===== src/rtl/membus_pkg.sv =====
// Shared definitions for the memory bus router.
// Assumes a 16-bit CPU address space; region codes double as mux indices.
package membus_pkg;

    localparam int ADDR_W = 16;
    localparam int LOC_W  = 16;
    localparam int N_SRC  = 8;

    // Address whose access ends the start-up overlay.
    localparam logic [ADDR_W-1:0] HANDOFF_ADDR = 16'h0100;
    // First unused byte above the sprite attribute RAM (low byte of the FExx page).
    localparam logic [7:0] OAM_LIMIT = 8'hA0;

    // Codes 0..N_SRC-1 index the read data sources; RG_HOLE has no source.
    typedef enum logic [3:0] {
        RG_BOOT = 4'd0,
        RG_CART = 4'd1,
        RG_VRAM = 4'd2,
        RG_ERAM = 4'd3,
        RG_WRAM = 4'd4,
        RG_OAM  = 4'd5,
        RG_IO   = 4'd6,
        RG_HRAM = 4'd7,
        RG_HOLE = 4'd8
    } region_e;

endpackage


===== src/rtl/membus_region_decode.sv =====
// Address decoder: maps a CPU address to a region code and a local offset.
// Purely combinational; assumes the overlay flag comes from a register.
module membus_region_decode
    import membus_pkg::*;
(
    input  logic [ADDR_W-1:0] addr,
    input  logic              overlay,
    output region_e           region,
    output logic [LOC_W-1:0]  offset
);

    // Picks the region by the top three address bits, then refines the top 8 KiB.
    always_comb begin
        region = RG_CART;
        offset = addr;
        case (addr[15:13])
            3'd0, 3'd1, 3'd2, 3'd3: begin
                if (overlay && (addr[15:8] == 8'h00)) begin
                    region = RG_BOOT;
                    offset = {8'h00, addr[7:0]};
                end
            end
            3'd4: begin
                region = RG_VRAM;
                offset = {3'b000, addr[12:0]};
            end
            3'd5: begin
                region = RG_ERAM;
                offset = {3'b000, addr[12:0]};
            end
            3'd6: begin
                region = RG_WRAM;
                offset = {3'b000, addr[12:0]};
            end
            default: begin
                if (addr[12:9] != 4'hF) begin
                    region = RG_WRAM;
                    offset = {3'b000, addr[12:0]};
                end else if (!addr[8]) begin
                    if (addr[7:0] < OAM_LIMIT) begin
                        region = RG_OAM;
                        offset = {8'h00, addr[7:0]};
                    end else begin
                        region = RG_HOLE;
                        offset = '0;
                    end
                end else if (!addr[7]) begin
                    region = RG_IO;
                    offset = {9'b0, addr[6:0]};
                end else begin
                    region = RG_HRAM;
                    offset = {9'b0, addr[6:0]};
                end
            end
        endcase
    end

endmodule


===== src/rtl/membus_boot_overlay.sv =====
// Start-up overlay flag: set by reset, cleared for good by the first
// access to the hand-off address. Assumes access is a qualified strobe.
module membus_boot_overlay
    import membus_pkg::*;
(
    input  logic              clk,
    input  logic              rst_n,
    input  logic              access,
    input  logic [ADDR_W-1:0] addr,
    output logic              active
);

    logic active_q;

    // Holds the flag; only a hand-off access may clear it.
    always_ff @(posedge clk) begin
        if (!rst_n) begin
            active_q <= 1'b1;
        end else if (active_q && access && (addr == HANDOFF_ADDR)) begin
            active_q <= 1'b0;
        end
    end

    assign active = active_q;

    // a hand-off access ends the overlay at the next edge.
    assert_overlay_clear_R2: assert property (@(posedge clk) disable iff (!rst_n)
        (active_q && access && (addr == HANDOFF_ADDR)) |=> !active_q);

    // once cleared, the flag never returns without reset.
    assert_overlay_sticky_R2: assert property (@(posedge clk) disable iff (!rst_n)
        !active_q |=> !active_q);

    // the flag does not drop without a hand-off access.
    assert_overlay_hold_R2: assert property (@(posedge clk) disable iff (!rst_n)
        (active_q && !(access && (addr == HANDOFF_ADDR))) |=> active_q);

endmodule


===== src/rtl/membus_rdata_mux.sv =====
// Read data selector: picks the source named by the region code, zero for
// the unused gap. A parameter chooses a combinational or a registered output.
module membus_rdata_mux
    import membus_pkg::*;
#(
    parameter int DATA_W    = 8,
    parameter int RDATA_REG = 0
) (
    input  logic                          clk,
    input  logic                          rst_n,
    input  region_e                       region,
    input  logic [N_SRC-1:0][DATA_W-1:0]  src,
    output logic [DATA_W-1:0]             rdata
);

    logic [DATA_W-1:0] sel_data;

    // Chooses the source; the gap region has none and yields zero.
    always_comb begin
        if (region == RG_HOLE) begin
            sel_data = '0;
        end else begin
            sel_data = src[region[2:0]];
        end
    end

    if (RDATA_REG != 0) begin : g_reg
        logic [DATA_W-1:0] rdata_q;

        // Registers the selected data for one cycle of latency.
        always_ff @(posedge clk) begin
            if (!rst_n) begin
                rdata_q <= '0;
            end else begin
                rdata_q <= sel_data;
            end
        end

        assign rdata = rdata_q;

        // a gap access returns zero one cycle later.
        assert_gap_zero_R6: assert property (@(posedge clk) disable iff (!rst_n)
            (region == RG_HOLE) |=> (rdata == '0));
    end else begin : g_comb
        assign rdata = sel_data;

        // a gap access returns zero in the same cycle.
        assert_gap_zero_R6: assert property (@(posedge clk) disable iff (!rst_n)
            (region == RG_HOLE) |-> (rdata == '0));
    end

endmodule


===== src/rtl/membus_router.sv =====
// Memory bus router top: decodes CPU accesses into one-hot region selects,
// local offsets and a shared write enable, and returns the read data.
// Assumes cpu_rd and cpu_wr are never high together.
module membus_router
    import membus_pkg::*;
#(
    parameter int DATA_W    = 8,
    parameter int RDATA_REG = 0
) (
    input  logic              clk,
    input  logic              rst_n,
    input  logic [15:0]       cpu_addr,
    input  logic              cpu_rd,
    input  logic              cpu_wr,
    input  logic [DATA_W-1:0] cpu_wdata,
    output logic [DATA_W-1:0] cpu_rdata,
    output logic [15:0]       loc_addr,
    output logic [DATA_W-1:0] mem_wdata,
    output logic              mem_we,
    output logic              boot_cs,
    output logic              cart_cs,
    output logic              vram_cs,
    output logic              eram_cs,
    output logic              wram_cs,
    output logic              oam_cs,
    output logic              io_cs,
    output logic              hram_cs,
    input  logic [DATA_W-1:0] boot_rdata,
    input  logic [DATA_W-1:0] cart_rdata,
    input  logic [DATA_W-1:0] vram_rdata,
    input  logic [DATA_W-1:0] eram_rdata,
    input  logic [DATA_W-1:0] wram_rdata,
    input  logic [DATA_W-1:0] oam_rdata,
    input  logic [DATA_W-1:0] io_rdata,
    input  logic [DATA_W-1:0] hram_rdata,
    output logic              overlay_active
);

    region_e                      region;
    logic [LOC_W-1:0]             offset;
    logic                         access;
    logic [N_SRC-1:0]             cs_vec;
    logic [N_SRC-1:0][DATA_W-1:0] src;

    assign access = cpu_rd | cpu_wr;

    membus_boot_overlay u_overlay (
        .clk    (clk),
        .rst_n  (rst_n),
        .access (access),
        .addr   (cpu_addr),
        .active (overlay_active)
    );

    membus_region_decode u_decode (
        .addr    (cpu_addr),
        .overlay (overlay_active),
        .region  (region),
        .offset  (offset)
    );

    // One select per source; the start-up ROM takes reads only.
    for (genvar i = 0; i < N_SRC; i++) begin : g_sel
        localparam bit WR_OK = (i != int'(RG_BOOT));
        assign cs_vec[i] = (region == region_e'(i)) && (cpu_rd || (cpu_wr && WR_OK));
    end

    assign boot_cs = cs_vec[RG_BOOT];
    assign cart_cs = cs_vec[RG_CART];
    assign vram_cs = cs_vec[RG_VRAM];
    assign eram_cs = cs_vec[RG_ERAM];
    assign wram_cs = cs_vec[RG_WRAM];
    assign oam_cs  = cs_vec[RG_OAM];
    assign io_cs   = cs_vec[RG_IO];
    assign hram_cs = cs_vec[RG_HRAM];

    assign loc_addr  = offset;
    assign mem_wdata = cpu_wdata;
    assign mem_we    = cpu_wr && (cs_vec != '0);

    assign src = {hram_rdata, io_rdata, oam_rdata, wram_rdata,
                  eram_rdata, vram_rdata, cart_rdata, boot_rdata};

    membus_rdata_mux #(
        .DATA_W    (DATA_W),
        .RDATA_REG (RDATA_REG)
    ) u_mux (
        .clk    (clk),
        .rst_n  (rst_n),
        .region (region),
        .src    (src),
        .rdata  (cpu_rdata)
    );

    // the CPU never raises both strobes at once.
    assert_strobe_excl_R8: assert property (@(posedge clk) disable iff (!rst_n)
        !(cpu_rd && cpu_wr));

    // never more than one region selected.
    assert_one_select_R8: assert property (@(posedge clk) disable iff (!rst_n)
        $onehot0({boot_cs, cart_cs, vram_cs, eram_cs, wram_cs, oam_cs, io_cs, hram_cs}));

    // no select without a strobe.
    assert_idle_quiet_R8: assert property (@(posedge clk) disable iff (!rst_n)
        !access |-> ({boot_cs, cart_cs, vram_cs, eram_cs, wram_cs, oam_cs, io_cs, hram_cs} == '0));

    // the gap above sprite RAM selects nothing and writes nowhere.
    assert_gap_silent_R6: assert property (@(posedge clk) disable iff (!rst_n)
        (access && (cpu_addr >= 16'hFEA0) && (cpu_addr <= 16'hFEFF))
        |-> (({boot_cs, cart_cs, vram_cs, eram_cs, wram_cs, oam_cs, io_cs, hram_cs} == '0) && !mem_we));

    // the mirror window reaches work RAM at the same offset.
    assert_mirror_R5: assert property (@(posedge clk) disable iff (!rst_n)
        (access && (cpu_addr >= 16'hE000) && (cpu_addr < 16'hFE00))
        |-> (wram_cs && (loc_addr == {3'b000, cpu_addr[12:0]})));

    // writes under the overlay are dropped.
    assert_boot_write_drop_R9: assert property (@(posedge clk) disable iff (!rst_n)
        (cpu_wr && overlay_active && (cpu_addr < 16'h0100)) |-> (!mem_we && !boot_cs && !cart_cs));

    // the overlay routes low reads to the start-up ROM.
    assert_boot_read_R1: assert property (@(posedge clk) disable iff (!rst_n)
        (cpu_rd && overlay_active && (cpu_addr < 16'h0100)) |-> (boot_cs && (loc_addr == cpu_addr)));

endmodule


===== config.mk =====
export PLATFORM = sky130hd
export DESIGN_NAME = membus_router
export DESIGN_NICKNAME = d
export VERILOG_FILES = /design/src/rtl/membus_pkg.sv /design/src/rtl/membus_region_decode.sv /design/src/rtl/membus_boot_overlay.sv /design/src/rtl/membus_rdata_mux.sv /design/src/rtl/membus_router.sv
export SDC_FILE = /design/constraint.sdc
export NUM_CORES = 1
export LEC_CHECK = 0
export BUFFER_PORTS_ARGS = -buffer_cell sky130_fd_sc_hd__buf_2
export CAP_MARGIN = 0
export CELL_PAD_IN_SITES_DETAIL_PLACEMENT = 1
export CELL_PAD_IN_SITES_GLOBAL_PLACEMENT = 1
export CORE_ASPECT_RATIO = 1.2
export CORE_MARGIN = 2
export CORE_UTILIZATION = 18
export DETAILED_ROUTE_END_ITERATION = 7
export PLACE_DENSITY_LB_ADDON = 0.08
export SLEW_MARGIN = 40
export SYNTH_ARGS = -nofsm -noshare
export SYNTH_HDL_FRONTEND = slang
export SYNTH_SLANG_ARGS = --single-unit

===== constraint.sdc =====
create_clock -name clk -period 1.8 [get_ports clk]
set_clock_uncertainty 0.1 [all_clocks]
set_input_delay 0.09 -clock clk [delete_from_list [all_inputs] [get_ports clk]]
set_output_delay 0.09 -clock clk [all_outputs]
set_load 0.05 [all_outputs]

==> results.sh <==
export IMPL_status="finished, violations left"
export IMPL_violations="setup timing"
export IMPL_core_area_sq_um=5300
export IMPL_required_ns=1.61
export IMPL_drt_first_pass_iters=4
export IMPL_synthSimpleGateAreaFrac_pct=25.7
export IMPL_final_nets=333
export IMPL_power_density_nw_per_um2=325
export IMPL_hpwl_mm=3.98
export IMPL_grt_max_degree=13
export IMPL_die_w_um=71.6
export IMPL_syn_inst=97
export IMPL_max_freq_ghz=0.463
export IMPL_start_util_pct=18.6
export IMPL_layout_min_cycle_time_ns=2.16
export IMPL_crit_path_end_kind="output port"
export IMPL_rsz0062_at_grt="true"
export IMPL_syn_cell_area_sq_um=987
export IMPL_synth_area_leaders="mux4_2 25%, mux4_1 13%, a22o_1 8.0%"
export IMPL_port_buffers=116
export IMPL_synth_compound_area_share_pct=16.7
export IMPL_syn_avg_cell_area_sq_um=10.2
export IMPL_p_leak_nw=1.03
export IMPL_synth_top_family_by_area="multiplexers"
export IMPL_syn2layout_area_growth_pct=117
export IMPL_crit_path_max_fanout=4
export IMPL_synthesis_nets=189
export IMPL_worstMarginPinSlew_ns=0.599
export IMPL_drcViolationCount=0
export IMPL_rows=29
export IMPL_gp_congestion=0.691
export IMPL_timing_hold_ws_ns=0.0800
export IMPL_setup_viol=14
export IMPL_synth_largest_area_cell="mux4_2"
export IMPL_routed_via_count=1445
export IMPL_synth_xor_area_share_pct=0
export IMPL_yosysUniqueCellTypes=31
export IMPL_grt_pass1_wl_mm=7.40
export IMPL_ir_drop_uv=141
export IMPL_vias_per_cell=4.80
export IMPL_yosysMostFrequentCell="mux4_2"
export IMPL_final_period_utilization_pct=120
export IMPL_n_fill_cell=638
export IMPL_io_pins=134
export IMPL_track_usage_pct=14.6
export IMPL_fin_tns_setup_ns=-3.12
export IMPL_post_route_cell_area_sq_um=2150
export IMPL_critPathArrivalTime_ns=1.97
export IMPL_hold_path_class="in -> out"
export IMPL_final_antenna_net_count=0
export IMPL_dieArea_sq_um=6100
export IMPL_synthTopCellsByCount="11 x mux4_2, 9 x a22o_1, 9 x buf_4"
export IMPL_drtIter0Drc=10
export IMPL_yosysTopAreaCellShare_pct=25.1
export IMPL_relSlewSlack_pct=59.7
export IMPL_synth_fa_ha_area_share_pct=0
export IMPL_clk_latency_ns=0
export IMPL_start_kind="input pin"
export IMPL_cap_violations=0
export IMPL_drive_above_1_share_pct=82.4
export IMPL_final_max_slew_viol_count=0
export IMPL_yosys_warnings=0
export IMPL_ys_seq_area_share_pct=2.03
export IMPL_wire_per_inst_um=15.9
export IMPL_grt_overflow_total=0
export IMPL_die_y_um=85.1
export IMPL_critical_path_class="in -> out"
export IMPL_ys_ff_latch=1
export IMPL_setup_ws_ns=-0.360
export IMPL_largest_reg_flops=1
export IMPL_placed_area_sq_um=1820
export IMPL_synthMuxAreaShare_pct=38.4
export IMPL_postCtsHoldBufs=0
export IMPL_synth_edf_count=0
export IMPL_finalWirelength_mm=4.80
export IMPL_antenna_found_initial=0
export IMPL_synth_ff_type="dfxtp_1"
export IMPL_diodes=0
export IMPL_grt_pass1_vias=1571
export IMPL_async_flop_share_pct=0
export IMPL_hold_violations=0
cells in the final DEF, fill, tap and decap left out, drive strengths merged:
master / n
nand4: 1
nor3: 8
o211ai: 1
o21a: 1
inv: 5
nand3: 1
nor2b: 8
nor3b: 2
o31a: 1
nand2b: 2
a211oi: 1
nand2: 4
nor4: 2
a41oi: 1
o21ai: 3
a22o: 9
and2b: 4
mux4: 16
dfxtp: 1
conb: 1
buf: 157
o311a: 1
nor2: 7
and3: 1
o2111ai: 1
layer usage:
| layer | routed length [um] | GRT usage [%] |
|---|---|---|
| met1 | 1790 | 16.8 |
| met2 | 2530 | 29.2 |
| met3 | 476 | 2.38 |
| met4 | 0 | 0.172 |
| met5 | 0 | 0 |
path summary, 6_finish.rpt:
kind	from	endpoint	slack (ns)	cells after the start
max	cpu_addr[12]	cpu_rdata[6]	-0.36	8
min reg2reg	u_overlay.active$_SDFFE_PN1P_	u_overlay.active$_SDFFE_PN1P_	0.50	3
min	cpu_wdata[2]	mem_wdata[2]	0.08	0
max reg2reg	u_overlay.active$_SDFFE_PN1P_	u_overlay.active$_SDFFE_PN1P_	0.99	3
what timing repair did:
item,4_1_cts,5_1_grt
pin swaps,11,8
resized for setup,46,21
cloned,0,0
setup buffers,6,4
setup endpoints to repair,14,15
per-stage QoR:
step / setup slack [ns] / utilization (%) / cells / power (W)
2_1_floorplan: -0.384 / - / 97 / 0.000448
3_3_place_gp: -0.425 / 34.3 / 291 / 0.000592
3_5_place_dp: -0.467 / 34.3 / 291 / 0.000603
4_1_cts: -0.382 / 38.2 / 297 / 0.000673
5_1_grt: -0.404 / 40.5 / 301 / 0.000735
6_report: -0.360 / 40.5 / 301 / 0.000698
cell families after synthesis:
group | count (synthesis)
other | 1
AOI/OAI and AO/OA | 19
and+or+nand+nor | 40
muxes | 16
DFF | 1
buffers and inverters | 20
power by group:
group	total, W	switching [W]	internal [W]
registers	0.0000211	0.000000000401	0.0000211
clock network	0	0	0
logic	0.000677	0.000362	0.000315
total	0.000698	0.000362	0.000336
final cells by class:
type,instances,area [sq um],area share (%)
Sequential cell,1,23.8,1.11
Multi-Input combinational cell,76,951,44.3
Inverter,5,23.8,1.11
Tap cell,62,77.6,3.61
Timing Repair Buffer,157,1070,49.9
critical path: stages:
cell and delay [ns]:
buf_8 0.10, nor4_4 0.32, a41oi_2 0.19, a211oi_4 0.19
buf_6 0.15, mux4_2 0.51, a22o_4 0.28, buf_8 0.15
Power figures use the tool's default switching activity.
